$ cat src/rtl/msc_pkg.sv
package msc_pkg;
   typedef enum logic {
      ST_MON    = 1'b0,
      ST_SETTLE = 1'b1
   } msc_state_e;

   typedef struct packed {
      logic en;
      logic up;
   } msc_move_t;
endpackage

$ cat src/rtl/msc_err_merge.sv
module msc_err_merge #(
   parameter int NUM_SENS = 8
) (
   input  logic [NUM_SENS-1:0] flags,
   input  logic                strobe,
   output logic                hit
);
   logic any_flag;

   generate
      if (NUM_SENS == 1) begin : g_single
         assign any_flag = flags[0];
      end else begin : g_multi
         assign any_flag = |flags;
      end
   endgenerate

   assign hit = strobe & any_flag;
endmodule

$ cat src/rtl/msc_sat_step.sv
module msc_sat_step #(
   parameter int W      = 8,
   parameter int STEP_W = 4
) (
   input  logic [W-1:0]      cur,
   input  logic [STEP_W-1:0] step,
   input  logic [W-1:0]      lo,
   input  logic [W-1:0]      hi,
   input  logic              en,
   input  logic              up,
   output logic [W-1:0]      nxt,
   output logic              moved
);
   localparam int XW = W + 1;

   logic [XW-1:0] step_x;
   logic [XW-1:0] sum_x;
   logic [XW-1:0] dif_x;
   logic          borrow;

   assign step_x = {{(XW-STEP_W){1'b0}}, step};
   assign sum_x  = {1'b0, cur} + step_x;
   assign borrow = ({1'b0, cur} < step_x);
   assign dif_x  = {1'b0, cur} - step_x;

   always_comb begin
      nxt = cur;
      if (en) begin
         if (up) begin
            nxt = (sum_x > {1'b0, hi}) ? hi : sum_x[W-1:0];
         end else begin
            nxt = (borrow || (dif_x < {1'b0, lo})) ? lo : dif_x[W-1:0];
         end
      end
   end

   assign moved = (nxt != cur);
endmodule

$ cat src/rtl/msc_settle_timer.sv
module msc_settle_timer #(
   parameter int CW = 6
) (
   input  logic          clk,
   input  logic          rst_n,
   input  logic          start,
   input  logic [CW-1:0] load,
   output logic          busy
);
   logic [CW-1:0] cnt_q;

   always_ff @(posedge clk) begin
      if (!rst_n) begin
         cnt_q <= '0;
      end else if (start) begin
         cnt_q <= load;
      end else if (cnt_q != '0) begin
         cnt_q <= cnt_q - 1'b1;
      end
   end

   assign busy = (cnt_q != '0);
endmodule

$ cat src/rtl/margin_seek_ctrl.sv
module margin_seek_ctrl
   import msc_pkg::*;
#(
   parameter int NUM_SENS = 8,
   parameter int VW       = 8,
   parameter int FW       = 8,
   parameter int STEP_W   = 4,
   parameter int SETTLE_W = 6
) (
   input  logic                clk,
   input  logic                rst_n,
   input  logic                perf_mode,
   input  logic [NUM_SENS-1:0] pred_err,
   input  logic                sens_valid,
   input  logic [STEP_W-1:0]   v_step,
   input  logic [STEP_W-1:0]   f_step,
   input  logic [VW-1:0]       v_min,
   input  logic [VW-1:0]       v_max,
   input  logic [FW-1:0]       f_min,
   input  logic [FW-1:0]       f_max,
   input  logic [SETTLE_W-1:0] settle_cycles,
   output logic [VW-1:0]       v_code,
   output logic [FW-1:0]       f_code,
   output logic                sens_en
);
   generate
      if (NUM_SENS < 1) begin : g_bad_sens
         $error("NUM_SENS must be at least 1");
      end
      if (STEP_W < 1 || STEP_W > VW || STEP_W > FW) begin : g_bad_step
         $error("STEP_W must lie in 1..min(VW,FW)");
      end
      if (SETTLE_W < 1) begin : g_bad_settle
         $error("SETTLE_W must be at least 1");
      end
   endgenerate

   msc_state_e     state;
   logic           busy;
   logic           live_hit;
   logic           pend_q;
   logic           decide;
   logic           err_now;
   logic           changed;
   msc_move_t      v_mv, f_mv;
   logic [VW-1:0]  v_q, v_nxt;
   logic [FW-1:0]  f_q, f_nxt;
   logic           v_moved, f_moved;

   msc_err_merge #(.NUM_SENS(NUM_SENS)) u_merge (
      .flags  (pred_err),
      .strobe (sens_valid),
      .hit    (live_hit)
   );

   assign state   = busy ? ST_SETTLE : ST_MON;
   assign decide  = (state == ST_MON) && (sens_valid || pend_q);
   assign err_now = pend_q || live_hit;

   always_comb begin
      v_mv = '{en: 1'b0, up: 1'b0};
      f_mv = '{en: 1'b0, up: 1'b0};
      if (decide) begin
         if (perf_mode) begin
            f_mv = '{en: 1'b1, up: !err_now};
         end else if (err_now) begin
            v_mv = '{en: 1'b1, up: 1'b1};
         end else if (v_q > v_min) begin
            v_mv = '{en: 1'b1, up: 1'b0};
         end else begin
            f_mv = '{en: 1'b1, up: 1'b0};
         end
      end
   end

   msc_sat_step #(.W(VW), .STEP_W(STEP_W)) u_vstep (
      .cur   (v_q),
      .step  (v_step),
      .lo    (v_min),
      .hi    (v_max),
      .en    (v_mv.en),
      .up    (v_mv.up),
      .nxt   (v_nxt),
      .moved (v_moved)
   );

   msc_sat_step #(.W(FW), .STEP_W(STEP_W)) u_fstep (
      .cur   (f_q),
      .step  (f_step),
      .lo    (f_min),
      .hi    (f_max),
      .en    (f_mv.en),
      .up    (f_mv.up),
      .nxt   (f_nxt),
      .moved (f_moved)
   );

   assign changed = v_moved || f_moved;

   msc_settle_timer #(.CW(SETTLE_W)) u_settle (
      .clk   (clk),
      .rst_n (rst_n),
      .start (changed),
      .load  (settle_cycles),
      .busy  (busy)
   );

   always_ff @(posedge clk) begin
      if (!rst_n) begin
         v_q    <= v_max;
         f_q    <= f_min;
         pend_q <= 1'b0;
      end else begin
         v_q <= v_nxt;
         f_q <= f_nxt;
         if (decide) begin
            pend_q <= 1'b0;
         end else if (state == ST_SETTLE && live_hit) begin
            pend_q <= 1'b1;
         end
      end
   end

   assign v_code  = v_q;
   assign f_code  = f_q;
   assign sens_en = (state == ST_MON);
endmodule

$ cat config.mk
export PLATFORM = sky130hd
export DESIGN_NAME = margin_seek_ctrl
export DESIGN_NICKNAME = d
export VERILOG_FILES = /design/src/rtl/msc_pkg.sv /design/src/rtl/msc_err_merge.sv /design/src/rtl/msc_sat_step.sv /design/src/rtl/msc_settle_timer.sv /design/src/rtl/margin_seek_ctrl.sv
export SDC_FILE = /design/constraint.sdc
export NUM_CORES = 1
export LEC_CHECK = 0
export ABC_AREA = 1
export CAP_MARGIN = 20
export CORE_MARGIN = 2
export CORE_UTILIZATION = 35
export CTS_CLUSTER_DIAMETER = 150
export CTS_CLUSTER_SIZE = 14
export DETAILED_ROUTE_END_ITERATION = 16
export PLACE_DENSITY = 0.52
export SKIP_CTS_REPAIR_TIMING = 1
export SLEW_MARGIN = 20
export SYNTH_ARGS = -nofsm -noshare
export SYNTH_HDL_FRONTEND = slang
export SYNTH_HIERARCHICAL = 1
export SYNTH_SLANG_ARGS = --single-unit
$ cat constraint.sdc
create_clock -name clk -period 5.91 [get_ports clk]
set_input_delay 1.182 -clock clk [delete_from_list [all_inputs] [get_ports clk]]
set_output_delay 1.182 -clock clk [all_outputs]
set_load 0.005 [all_outputs]
==> results by group, run 1 <==
Status
  – Outcome: finished clean

Yosys
  – Async SR Flop Fraction: 0
  – Synth top area share: 0.208
  – XOR/XNOR Fraction of Synth Area: 0.0255
  – Main combinational cell family by area after synthesis: simple AND/OR/NAND/NOR gates
  – Sequential share of the synthesized area: 0.103
  – Mux contribution to synthesized area: 0
  – Seq cells post-synth: 23
  – Post-synthesis compound-gate area fraction: 0.0851
  – Largest cells by area after synthesis: nand2_1 21%, ha_1 16%, nand3_1 13%, inv_1 11%, dfxtp_1 10%
  – Post-synthesis instance total: 784
  – Post-synth EDFFs: 0
  – Synth cell types: 34
  – Mapped cell area: 0.00447 mm²
  – Synth Area in Simple Gates: 0.461
  – Syn Area/Cell: 5.70 µm²
  – Top-count cell post-synth: nand2_1
  – Main synth FF type: dfxtp_1
  – Yosys top cell by area: nand2_1
  – Syn nets: 902
  – Top cells by count, synth: 248 x nand2_1, 127 x inv_1, 113 x nand3_1, 56 x ha_1, 47 x nor2_1
  – Synth Warn #: 6
  – Synth Area in Adders: 0.175

STA
  – Final setup violation count: 0
  – Final max-slew violation count: 0
  – Min cycle time layout: 5.43 ns
  – FMAX: 184 MHz
  – Final hold violations: 0
  – Tcrit/Tclk final: 0.919
  – Max-slew headroom: 0.364
  – Fin Setup TNS: 0 ns
  – Final worst slack: 0.481 ns
  – Final Skew: 0.00661 ns
  – Worst Tran Pin Value: 0.953 ns
  – RSZ-0062 raised after global routing: false

Die
  – Top Ports: 75
  – Initial Util: 0.356
  – Die width: 117 µm
  – Die H: 117 µm
  – # rows: 41
  – Die Area: 0.0137 mm²
  – Core region area: 0.0126 mm²

Route
  – WL/cell: 13.4 µm
  – Met1 WL: 6130 µm
  – Max Used Layer: met4
  – Wire length on met2: 6750 µm
  – Via count: 4973
  – Pre-antenna DRT Iters: 5
  – Drt initial violations: 248
  – Post-Route WL: 13600 µm
  – Post-DRT Antenna Nets: 0
  – Via/cell ratio: 4.87
  – DRC violations left: 0
  – DR WL met3: 451 µm

Clock tree
  – Clk buf depth: 2
  – H-tree Lvls: 1
  – Total CTS buffers: 3
  – Root Buffer: clkbuf_16
  – CTS tree: done
  – Clock transition at path regs: 0.07 ns
  – Clock latency on the worst-skew pair: 0.27 ns
  – CTS sink cnt: 23

Setup path
  – Reg2reg start: v_code[0]$_DFF_P_
  – Startpoint Class: input pin
  – WP data arrival: 5.64 ns
  – Reg2reg setup slack: 1.42 ns
  – R2R Path End: u_settle/cnt_q[0]$_SDFFE_PN0P_
  – CP max stage cell: clkdlybuf4s50_1
  – Largest stage delay on the critical path: 0.49 ns
  – Worst Reg-to-Reg Cells: 33
  – CP most frequent cell: nand2_1
  – Critical Path Fanout Max: 11
  – Crit path capture: u_settle/cnt_q[0]$_SDFFE_PN0P_
  – Crit Path Category: input pin to flip-flop
  – CP startpoint: v_step[0]
  – Data required, critical path: 6.12 ns
  – Crit end category: flip-flop

Finish
  – Antenna fix cells: 0
  – Ratio of cells with drive above 1 in the final layout: 0.0707
  – Reg area: 460 µm²
  – Post-route cell area: 0.00543 mm²
  – Nets: 968
  – Multi-input gate area: 0.00335 mm²
  – Area delta synth->final: 21.4%
  – FILL cells: 1391

Worst hold path
  – Worst min path class: flip-flop to flip-flop
  – HP Start: u_settle/cnt_q[0]$_SDFFE_PN0P_

Global routing
  – Via count of the first global-routing pass: 4706
  – Initial antenna violation count: 0
  – Gr usage total: 0.202
  – Largest net degree at the start of global routing: 33
  – Remaining global-route overflow: 0
  – First-pass GRT wire length: 22100 µm

Placed design
  – PortBufs: 74
  – DPL Wire Length: 11200 µm
  – RePlAce Congestion: 0.884
  – Setup WS pre-CTS: 0.00651 ns
  – Cell Area, Placed: 0.00533 mm²

Power and ir drop
  – Power per Cell Area: 335 mW/mm²
  – Lkg Pwr: 2.99 nW
  – Peak VDD IR: 0.174 mV

Flow run
  – # Max-Cap Violations: 0
[worst max-delay path, delay by kind of cell]
kind | cells | cell delay (ns)
AO/OA/AOI/OAI | 3 | 0.43
adder cells (fa/ha/maj) | 3 | 0.83
buffers and inverters | 6 | 0.90
AND/OR/NAND/NOR | 21 | 2.29
[metrics by stage]
| stage | total power [mW] | hold WS, ns | cells | util |
|---|---|---|---|---|
| floorplan | 1.29 | 0.453 | 784 | - |
| global placement | 1.62 | 0.467 | 1016 | 0.424 |
| detailed placement | 1.64 | 0.487 | 1016 | 0.424 |
| CTS | 1.82 | 0.498 | 1020 | 0.430 |
| global route | 2.04 | 0.515 | 1021 | 0.432 |
| finish | 1.82 | 0.498 | 1021 | 0.432 |
[per-layer routing]
| layer | vias up | GRT usage |
|---|---|---|
| met5 | - | 0 |
| met4 | 0 | 0.0494 |
| met3 | 18 | 0.0257 |
| met2 | 107 | 0.383 |
| met1 | 2211 | 0.241 |
| li1 | 2637 | - |
[cell type report]
type	count	area share
clock buffers	4	0.0145
inverters	140	0.0968
flip-flops and latches	23	0.0848
repair buffers	82	0.148
multi-input cells	600	0.617
well taps	172	0.0396
[layout by cell type (no fill, tap or decap)]
cell | netlist | routed
a21o_1 | 1 | 1
a21oi_1 | 32 | 31
a21oi_2 | 6 | 7
a31oi_1 | 2 | 2
a31oi_2 | 2 | 2
buf_4 | 6 | 8
clkbuf_1 | 6 | 1
clkbuf_16 | 0 | 3
clkdlybuf4s50_1 | 0 | 74
clkinv_1 | 2 | 2
dfxtp_1 | 23 | 23
fa_1 | 4 | 4
ha_1 | 56 | 56
inv_1 | 127 | 127
inv_2 | 11 | 11
nand2_1 | 248 | 247
nand2_2 | 13 | 13
nand2_4 | 0 | 1
nand3_1 | 113 | 113
nand3_2 | 1 | 1
nand3b_1 | 3 | 3
nand4_1 | 26 | 26
nand4_4 | 1 | 1
nor2_1 | 47 | 46
nor2_2 | 7 | 8
nor2_4 | 2 | 2
nor3_1 | 3 | 3
o211a_1 | 1 | 1
o211ai_1 | 4 | 4
o21ai_0 | 9 | 9
o21ai_1 | 3 | 3
o21bai_2 | 2 | 2
or2_2 | 1 | 1
xnor2_1 | 2 | 2
xor2_1 | 11 | 11
[cell families (layout without fill, tap and decap cells)]
| logic type | Yosys count | after routing |
|---|---|---|
| buf+inv | 161 | 226 |
| xor+xnor | 13 | 13 |
| compound gates | 62 | 62 |
| simple gates | 465 | 465 |
| flops | 23 | 23 |
| fa+ha+maj | 60 | 60 |
[flip-flops by register name (all words and copies together), names as in the netlist]
register / cells
f_code: 8
pend_q: 1
u_settle/cnt_q: 6
v_code: 8
[report_power, final]
part / leakage, nW / switching (mW) / total (mW) / internal [mW]
clock: 0.0382 / 0.0704 / 0.163 / 0.0928
sequential: 0.193 / 0.0761 / 0.274 / 0.198
combinational: 2.76 / 0.856 / 1.38 / 0.527
total: 2.99 / 1.00 / 1.82 / 0.818
[how the worst min path moves through the flow]
stage                                endpoint  slack, ns  cells past startpoint
3_5_place_dp   u_settle/cnt_q[0]$_SDFFE_PN0P_       0.49                      2
4_1_cts        u_settle/cnt_q[0]$_SDFFE_PN0P_       0.50                      2
2_1_floorplan  u_settle/cnt_q[0]$_SDFFE_PN0P_       0.45                      2
5_1_grt        u_settle/cnt_q[0]$_SDFFE_PN0P_       0.52                      2
6_report       u_settle/cnt_q[0]$_SDFFE_PN0P_       0.50                      2
3_3_place_gp   u_settle/cnt_q[0]$_SDFFE_PN0P_       0.47                      2
No activity file was read; power rests on OpenSTA's default activity.
==> inputs of run 2 (changes only) <==
--- a/config.mk
+++ b/config.mk
@@ -5,14 +5,13 @@
 export SDC_FILE = /design/constraint.sdc
 export NUM_CORES = 1
 export LEC_CHECK = 0
-export ABC_AREA = 1
 export CAP_MARGIN = 20
 export CORE_MARGIN = 2
-export CORE_UTILIZATION = 35
+export CORE_UTILIZATION = 40
 export CTS_CLUSTER_DIAMETER = 150
-export CTS_CLUSTER_SIZE = 14
+export CTS_CLUSTER_SIZE = 16
 export DETAILED_ROUTE_END_ITERATION = 16
-export PLACE_DENSITY = 0.52
+export PLACE_DENSITY = 0.59
 export SKIP_CTS_REPAIR_TIMING = 1
 export SLEW_MARGIN = 20
 export SYNTH_ARGS = -nofsm -noshare
==> run 2 against run 1 <==
Effect of this change:
- worst hold slack got worse by 0.015 ns
- clock skew decreased by 0.0025 ns
- combinational power increased by 91%
- synthesized area increased by 4.0%
- global-route usage increased by 4.5 points
- clock-buffer cell count decreased by 1
- largest cell class unchanged
==> results by group, run 2 <==
Setup path
  – Startpoint Class: input pin
  – Reg2reg start: v_code[1]$_DFF_P_
  – Worst Reg-to-Reg Cells: 20
  – WP data arrival: 5.87 ns
  – R2R Path End: u_settle/cnt_q[1]$_SDFFE_PN0P_
  – Crit Path Category: input pin to flip-flop
  – Data required, critical path: 6.05 ns
  – Critical Path Fanout Max: 5
  – Reg2reg setup slack: 1.00 ns
  – Crit end category: flip-flop

Finish
  – Multi-input gate area: 0.00395 mm²
  – Ratio of cells with drive above 1 in the final layout: 0.249
  – FILL cells: 1089
  – Most common cell after layout, fill and taps aside: buf_4
  – Antenna fix cells: 0
  – Nets: 894
  – Reg area: 460 µm²
  – Area delta synth->final: 39.1%
  – Most frequent cells in the layout: 108 x buf_4, 74 x clkdlybuf4s50_1, 65 x inv_1

Power and ir drop
  – Clock group share of total power: 0.050
  – Logic pwr share: 0.846
  – Sequential share of power: 0.104
  – Peak VDD IR: 0.305 mV
  – Pint: 1.63 mW
  – Lkg Pwr: 2.89 nW
  – Net Sw Frac: 0.477
  – Power per Cell Area: 481 mW/mm²
  – P_sw: 1.49 mW

Yosys
  – Seq cells post-synth: 23
  – Synth cell types: 68
  – Largest cells by area after synthesis: ha_1 15%, dfxtp_1 9.9%, inv_1 5.3%, mux2_2 5.3%, xor2_1 4.0%
  – Synth Area in Simple Gates: 0.224
  – Main combinational cell family by area after synthesis: compound AO/OA/AOI/OAI gates
  – Top-count cell post-synth: inv_1
  – Post-synthesis compound-gate area fraction: 0.293
  – Post-synth EDFFs: 0
  – Synth Area in Adders: 0.168
  – Async SR Flop Fraction: 0
  – Yosys top cell by area: ha_1
  – Post-synthesis instance total: 621
  – Synth Warn #: 6
  – Main synth FF type: dfxtp_1
  – Sequential share of the synthesized area: 0.0991
  – Synth top area share: 0.151
  – Top cells by count, synth: 66 x inv_1, 56 x ha_1, 43 x nand2_1, 43 x nor2_1, 34 x a21oi_1
  – Syn Area/Cell: 7.49 µm²
  – Mux contribution to synthesized area: 0.0576
  – XOR/XNOR Fraction of Synth Area: 0.0659
  – Syn nets: 739
  – Mapped cell area: 0.00465 mm²

Global routing
  – Global route hottest layer: met2
  – Routing usage on met3: 0.0185
  – Met2 GRT Util: 0.440
  – Remaining global-route overflow: 0
  – Via count of the first global-routing pass: 5151
  – Largest net degree at the start of global routing: 29
  – First-pass GRT wire length: 25600 µm
  – Gr usage total: 0.248
  – Initial antenna violation count: 0
  – Met1 GRT Util: 0.329

Route
  – Post-Route WL: 16200 µm
  – WL/cell: 17.6 µm
  – Via count: 5332
  – Pre-antenna DRT Iters: 5
  – Post-DRT Antenna Nets: 0
  – Via/cell ratio: 5.81
  – Drt initial violations: 371
  – DRC violations left: 0

STA
  – Final setup violation count: 0
  – Final Skew: 0.00412 ns
  – FMAX: 174 MHz
  – Final worst slack: 0.174 ns
  – WHS: 0.483 ns
  – Tcrit/Tclk final: 0.971
  – Max-slew headroom: 0.566
  – Final max-slew violation count: 0
  – Min cycle time layout: 5.74 ns
  – Worst Tran Pin Value: 0.651 ns
  – Final hold violations: 0

Placed design
  – PortBufs: 74
  – Setup WS pre-CTS: -0.405 ns
  – DPL Wire Length: 13000 µm
  – RePlAce Congestion: 0.930

Worst hold path
  – Worst min path class: flip-flop to flip-flop
  – Worst hold stages: 2
  – HP Start: u_settle/cnt_q[5]$_SDFFE_PN0P_
  – Hold Path End: u_settle/cnt_q[5]$_SDFFE_PN0P_

Clock tree
  – CTS tree: done
  – Total CTS buffers: 3
  – H-tree Lvls: 1
  – Clk buf depth: 2
  – Root Buffer: clkbuf_16
  – Clock transition at path regs: 0.06 ns
  – CTS sink cnt: 23
  – Clock latency on the worst-skew pair: 0.26 ns

Die
  – # rows: 39
  – Core region area: 0.0114 mm²
  – Initial Util: 0.409
  – Top Ports: 75
  – Die width: 112 µm
  – Die Area: 0.0125 mm²
  – Die H: 112 µm

Flow run
  – # Max-Cap Violations: 0

Status
  – Outcome: finished clean
run 2: changes by cell type after synthesis, sizes merged, moves of 19 or more:
| cell | change |
|---|---|
| inv | -72 |
| o21ai | +24 |
| nand4 | -19 |
| nand2 | -216 |
| a211oi | +19 |
| mux2 | +22 |
| nand3 | -94 |
run 2: how the worst max path moves through the flow:
stage	from	to	slack, ns	cells past startpoint
2_1_floorplan	f_step[2]	u_settle/cnt_q[3]$_SDFFE_PN0P_	0.38	21
3_3_place_gp	f_step[0]	u_settle/cnt_q[3]$_SDFFE_PN0P_	-0.35	20
3_5_place_dp	f_step[0]	u_settle/cnt_q[3]$_SDFFE_PN0P_	-0.40	20
4_1_cts	f_step[0]	u_settle/cnt_q[4]$_SDFFE_PN0P_	-0.14	20
5_1_grt	v_step[0]	u_settle/cnt_q[4]$_SDFFE_PN0P_	-0.05	22
6_report	v_step[0]	u_settle/cnt_q[1]$_SDFFE_PN0P_	0.17	22
run 2: area by class of cell:
class / instances / area share
Inverter: 66 / 0.0387
Clock inverter: 1 / 0.000774
Timing Repair Buffer: 182 / 0.240
Sequential cell: 23 / 0.0712
Clock buffer: 3 / 0.0116
Multi-Input combinational cell: 500 / 0.610
Tap cell: 143 / 0.0277
run 2: power groups by stage:
stage,sequential (mW),clock [mW],combinational (mW)
after CTS,0.322,0.159,2.40
after detailed placement,0.324,0,2.39
after global placement,0.322,0,2.34
after floorplan,0.266,0,1.48
final,0.324,0.154,2.63
after global routing,0.336,0.165,2.86
run 2: worst max-delay path, stage by stage:
cell and delay, ns:
clkdlybuf4s50_1 0.43, ha_2 0.20, fa_1 0.38, nor2b_1 0.16, o21a_1 0.21, and3_1 0.19
xor2_1 0.17, ha_1 0.37, nand4_1 0.14, a21o_1 0.20, buf_4 0.13, buf_4 0.12
a21oi_1 0.29, o32ai_1 0.18, a211o_1 0.28, xnor2_1 0.18, o221ai_1 0.15, o41a_1 0.34
or2_4 0.26, buf_4 0.15, nand3_1 0.06, o211ai_1 0.09
run 2: kinds of logic after synthesis:
logic type               Yosys count
flip-flops                        23
adder cells (fa/ha/maj)           60
XOR/XNOR                          35
multiplexers                      24
AO/OA/AOI/OAI                    186
AND/OR/NAND/NOR                  195
buffers and inverters             98
run 2: per-stage QoR:
stage,instances,utilization,power (mW),setup TNS [ns],cell area [µm²]
2_1_floorplan,621,-,1.74,0,4650
3_3_place_gp,902,0.538,2.66,-1.96,6110
3_5_place_dp,902,0.538,2.71,-2.31,6110
4_1_cts,906,0.545,2.88,-0.719,6190
5_1_grt,918,0.569,3.36,-0.108,6470
6_report,918,0.569,3.11,0,6470
run 2: metal layers:
metal,vias up,wire length [µm],share of wire
li1,2584,-,-
met1,2549,7160,0.44
met2,183,8040,0.50
met3,16,816,0.050
met4,0,167,0.010
met5,-,0,0
